==> src/rtl/volctl_serial_regs.sv <==
module volctl_serial_regs #(
  parameter int NCH  = 6,
  parameter int MW   = 7,
  parameter int CW   = 5,
  parameter int SYNC = 2
) (
  input  logic              clk,
  input  logic              rst_n,
  input  logic              sclk,
  input  logic              sdata,
  input  logic              wr_n,
  input  logic              ld_n,
  output logic [MW-1:0]     master_code,
  output logic [NCH*CW-1:0] ch_code,
  output logic              master_mute,
  output logic [NCH-1:0]    ch_mute
);
  localparam int BW   = 8;
  localparam int AW   = 3;
  localparam int CNTW = $clog2(BW + 1);
  localparam logic [AW-1:0] SEL_MASTER = '0;
  localparam logic [AW-1:0] SEL_MUTE   = '1;
  localparam logic [CNTW-1:0] FULL_CNT = CNTW'(BW);

  logic [SYNC-1:0] ck_sy, d_sy, wr_sy, ld_sy;
  logic            ck_q, wr_q, ld_q;
  logic            ck_s, d_s, wr_s, ld_s;

  always_ff @(posedge clk or negedge rst_n) begin
    if (!rst_n) begin
      ck_sy <= '0;
      d_sy  <= '0;
      wr_sy <= '1;
      ld_sy <= '1;
      ck_q  <= 1'b0;
      wr_q  <= 1'b1;
      ld_q  <= 1'b1;
    end else begin
      ck_sy <= {ck_sy[SYNC-2:0], sclk};
      d_sy  <= {d_sy[SYNC-2:0], sdata};
      wr_sy <= {wr_sy[SYNC-2:0], wr_n};
      ld_sy <= {ld_sy[SYNC-2:0], ld_n};
      ck_q  <= ck_s;
      wr_q  <= wr_s;
      ld_q  <= ld_s;
    end
  end

  assign ck_s = ck_sy[SYNC-1];
  assign d_s  = d_sy[SYNC-1];
  assign wr_s = wr_sy[SYNC-1];
  assign ld_s = ld_sy[SYNC-1];

  logic ck_fall, wr_fall, ld_rise, bit_take;
  assign ck_fall  = ck_q & ~ck_s;
  assign wr_fall  = wr_q & ~wr_s;
  assign ld_rise  = ~ld_q & ld_s;
  assign bit_take = ck_fall & ~wr_s;

  logic [BW-1:0]   sh;
  logic [CNTW-1:0] cnt;
  logic            full;
  assign full = (cnt == FULL_CNT);

  always_ff @(posedge clk or negedge rst_n) begin
    if (!rst_n) begin
      sh  <= '0;
      cnt <= '0;
    end else begin
      if (bit_take) sh <= {sh[BW-2:0], d_s};
      if (wr_fall)
        cnt <= bit_take ? CNTW'(1) : '0;
      else if (ld_rise)
        cnt <= '0;
      else if (bit_take && !full)
        cnt <= cnt + CNTW'(1);
    end
  end

  logic          apply, is_addr, data_wr;
  logic [AW-1:0] sel;
  assign apply   = ld_rise & full;
  assign is_addr = sh[BW-1];
  assign data_wr = apply & ~is_addr;

  always_ff @(posedge clk or negedge rst_n) begin
    if (!rst_n) begin
      sel         <= SEL_MUTE;
      master_code <= '0;
      master_mute <= 1'b1;
    end else begin
      if (apply && is_addr) sel <= sh[AW-1:0];
      if (data_wr && sel == SEL_MASTER) master_code <= sh[MW-1:0];
      if (data_wr && sel == SEL_MUTE) master_mute <= ~sh[0];
    end
  end

  for (genvar i = 0; i < NCH; i++) begin : g_ch
    logic hit;
    assign hit = data_wr && (sel == AW'(i + 1));
    always_ff @(posedge clk or negedge rst_n) begin
      if (!rst_n) begin
        ch_code[i*CW +: CW] <= '1;
        ch_mute[i]          <= 1'b0;
      end else if (hit) begin
        ch_code[i*CW +: CW] <= sh[CW-1:0];
        ch_mute[i]          <= ~sh[CW];
      end
    end
  end
endmodule


==> config.mk <==
export PLATFORM = sky130hd
export DESIGN_NAME = volctl_serial_regs
export DESIGN_NICKNAME = d
export VERILOG_FILES = /design/src/rtl/volctl_serial_regs.sv
export SDC_FILE = /design/constraint.sdc
export NUM_CORES = 1
export LEC_CHECK = 0
export BUFFER_PORTS_ARGS = -buffer_cell sky130_fd_sc_hd__buf_2
export CELL_PAD_IN_SITES_DETAIL_PLACEMENT = 1
export CELL_PAD_IN_SITES_GLOBAL_PLACEMENT = 1
export CORE_ASPECT_RATIO = 1.5
export CORE_MARGIN = 5
export CORE_UTILIZATION = 40
export CTS_BUF_LIST = sky130_fd_sc_hd__clkbuf_4 sky130_fd_sc_hd__clkbuf_8 sky130_fd_sc_hd__clkbuf_16
export DETAILED_ROUTE_END_ITERATION = 16
export GPL_TIMING_DRIVEN = 0
export PLACE_DENSITY = 0.77
export SYNTH_ARGS = -nofsm -noshare
export SYNTH_HDL_FRONTEND = slang
export SYNTH_SLANG_ARGS = --single-unit
==> constraint.sdc <==
create_clock -name clk -period 1.55 [get_ports clk]
set_clock_uncertainty 0.05 [all_clocks]
set_input_delay 0.31 -clock clk [delete_from_list [all_inputs] [get_ports clk]]
set_output_delay 0.31 -clock clk [all_outputs]
set_load 0.02 [all_outputs]
==> impl_metrics.csv <==
group,metric,value,unit
run_status,outcome,"finished with violations",
run_status,violations,"negative setup slack",
logic_synthesis,synth_edf_count,0,
worst_setup_path,worstSetupStartpointType,"flop",
clock_tree,path_clk_slew,70,ps
clock_tree,clkSinkCount,70,
floorplanning,die_h,113.0,um
finish,area_delta_synth_final,31.30,%
worst_hold_path,hold_class,"primary input to asynchronous set/reset pin",
floorplanning,die_w,78.64,um
finish,final.fill_count,690,
logic_synthesis,ys_types,34,
routing,drt_pass1_iterations,4,
global_routing,use_met1,18.53,%
global_routing,grt_max_degree,71,
worst_setup_path,r2r_slack,-170,ps
finish,final_util,53.80,%
clock_tree,root_buffer,"clkbuf_8",
worst_setup_path,crit_type,"flop to flop",
routing,vias_per_cell,5.061,
routing,drt_iter0_markers,75,
clock_tree,clk_latency,340,ps
global_routing,top_usage_layer,"met2",
worst_setup_path,crit_required,1760,ps
floorplanning,row_count,37,
logic_synthesis,async_reset_ff_share,100.0,%
timing,max_slew_margin,42.73,%
logic_synthesis,yosysTopAreaCellShare,37.18,%
placed_design,placed_cell_area,3184,um2
logic_synthesis,yosysSeqAreaShare,63.75,%
placed_design,gp_congestion,0.7687,
routing,drc_errors,0,
routing,vias,1822,
timing,tightest_slew,859.0,ps
logic_synthesis,synth.cells.most_frequent,"dfstp_2, mux2_2, dfrtp_1",
logic_synthesis,synth_ff_type,"dfstp_2",
finish,multi_input_area,1120,um2
logic_synthesis,ys_ff_latch,70,
timing,fin_crit_sh,111.2,%
logic_synthesis,yosysWarnings,0,
logic_synthesis,netlist_instances,198,
finish,final_area,3711,um2
clock_tree,cts_tree,"built",
worst_setup_path,crit_path_max_fanout,6,
timing,clock.fmax,580.3,MHz
finish,ff_latch_area,1802,um2
worst_setup_path,startpoint,"ld_sy[1]",
logic_synthesis,yosys.area.top_type,"dfstp_2",
worst_setup_path,timing.rr.start,"ld_sy[1]",
global_routing,grt_util_met3,5.016,%
timing,final.setup.tns,-3244,ps
finish,nets,285,
clock_tree,clockBufferDepth,2,
pwr,finalPower,3.600,mW
placed_design,io_buffers,49,
global_routing,grt_usage,16.63,%
logic_synthesis,netlist_area,2826,um2
logic_synthesis,synthTopCellsByArea,"dfstp_2, dfrtp_1, mux2_2",
timing,fin_ws,-173.2,ps
timing,setup_violations,44,
timing,rsz0062_at_grt,"yes",
run,max_cap_viol_count,0,
global_routing,use_met2,28.53,%
global_routing,grt_overflow,0,
routing,wl_per_cell,19.06,um
placed_design,place_ws,-365.3,ps
pwr,p_leak,1.841,nW
global_routing,grt_pass1_wl,11140,um
finish,layout-drive-gt1-share,66.67,%
finish,antenna_cells,0,
routing,wl,6863,um
pwr,ir_drop,778.0,uV
clock_tree,numCtsBuffers,9,
worst_setup_path,crit_end,"ch_code[24]",
worst_setup_path,r2r-end,"ch_code[24]",
worst_setup_path,cp.arrival,1940,ps
floorplanning,die_area,8882,um2
global_routing,antenna_found_initial,0,
timing,period_needed,1723,ps
routing,ant_nets,0,
worst_setup_path,setup.worst_path.end_class,"flop",
timing,final_max_slew_viol_count,0,
logic_synthesis,synth_fp_nets,206,
logic_synthesis,avgSynthCellArea,14.28,um2
floorplanning,core,6898,um2
worst_setup_path,r2r.worst_path.cells,4,
placed_design,dp_hpwl,4304,um
timing,finalHoldViolations,0,
floorplanning,start_util,40.98,%
floorplanning,ioPinCount,50,
global_routing,grt_pass1_vias,2134,
pwr,p_per_area,970.0,nW/um2
clock_tree,htreeDepth,3,
## registers in the layout, summed over array words and instances (netlist names)
name and cells:
ch_code 30, ch_mute 6, ck_q 1, ck_sy 2
cnt 4, d_sy 2, ld_q 1, ld_sy 2
master_code 7, master_mute 1, sel 3, sh 8
wr_q 1, wr_sy 2
## cell families after synthesis
kind of cell    after synthesis  synth area share (%)
fa+ha+maj                     2                0.8852
buf+inv                      19                 3.055
flops                        70                 63.75
mux                          47                 18.42
simple gates                 51                 11.95
compound gates                9                 1.948
## final cells by class
| cell class | instances | area share [%] |
|---|---|---|
| repair buffers | 69 | 11.63 |
| inverters | 10 | 1.011 |
| well taps | 78 | 2.630 |
| clock inverters | 2 | 0.2697 |
| plain buffers | 8 | 1.214 |
| multi-input cells | 109 | 30.18 |
| flip-flops and latches | 70 | 48.55 |
| clock buffers | 14 | 4.518 |
## cell usage in the layout (no fill, tap or decap), types with 2 or more instances in the layout
master,n
nor3b_4,3
a21oi_1,2
nand3_1,2
buf_1,5
clkbuf_4,4
clkinv_2,2
clkbuf_8,10
dlygate4sd3_1,3
nor2b_4,2
nand4_4,3
nand2b_1,2
buf_4,12
mux2i_1,7
buf_6,7
nand4b_4,2
o21ai_0,2
inv_1,8
mux2_4,14
nand2_1,26
buf_2,48
inv_2,2
dfrtp_1,30
mux2_2,26
dfstp_2,40
## metrics by stage
| stage | hold slack, ps | std cells |
|---|---|---|
| 2_1_floorplan | -35.59 | 198 |
| 3_3_place_gp | 286.7 | 325 |
| 3_5_place_dp | 289.6 | 325 |
| 4_1_cts | 1.547 | 351 |
| 5_1_grt | -0.3616 | 360 |
| 6_report | 28.47 | 360 |
## worst max-delay path, stage by stage, from the launching register on
cell      delay [ps]
dfstp_2          590
nand4b_1         200
nor4_4           310
buf_6            190
mux2_4           300
## worst min path at each step
stage,start,depth (start not counted),slack [ps],endpoint
4_1_cts,sdata,1,2,d_sy[0]
6_report,rst_n,1,30,master_code[4]
3_5_place_dp,d_sy[0],0,290,d_sy[1]
2_1_floorplan,rst_n,0,-40,ch_mute[0]
3_3_place_gp,ck_sy[0],0,290,ck_sy[1]
5_1_grt,sclk,1,-0.4,ck_sy[0]
## timing repair
action	in CTS	in global routing
setup buffers	8	8
endpoints found under the hold margin	1	2
pin swaps	3	6
gates cloned	1	0
hold buffers	1	2
resized for setup	23	29
setup endpoints to repair	50	51
## where the power goes
group / switching, mW / internal (mW)
Combinational: 0.234 / 0.0991
Clock: 0.636 / 0.692
Sequential: 0.0384 / 1.90
## metal layers
| metal | share of wire [%] | wire (um) |
|---|---|---|
| met4 | 1.5 | 106 |
| met3 | 3.2 | 220 |
| met2 | 54 | 3729 |
| met5 | 0 | 0 |
| met1 | 41 | 2808 |
(Power assumes the default switching activity.)
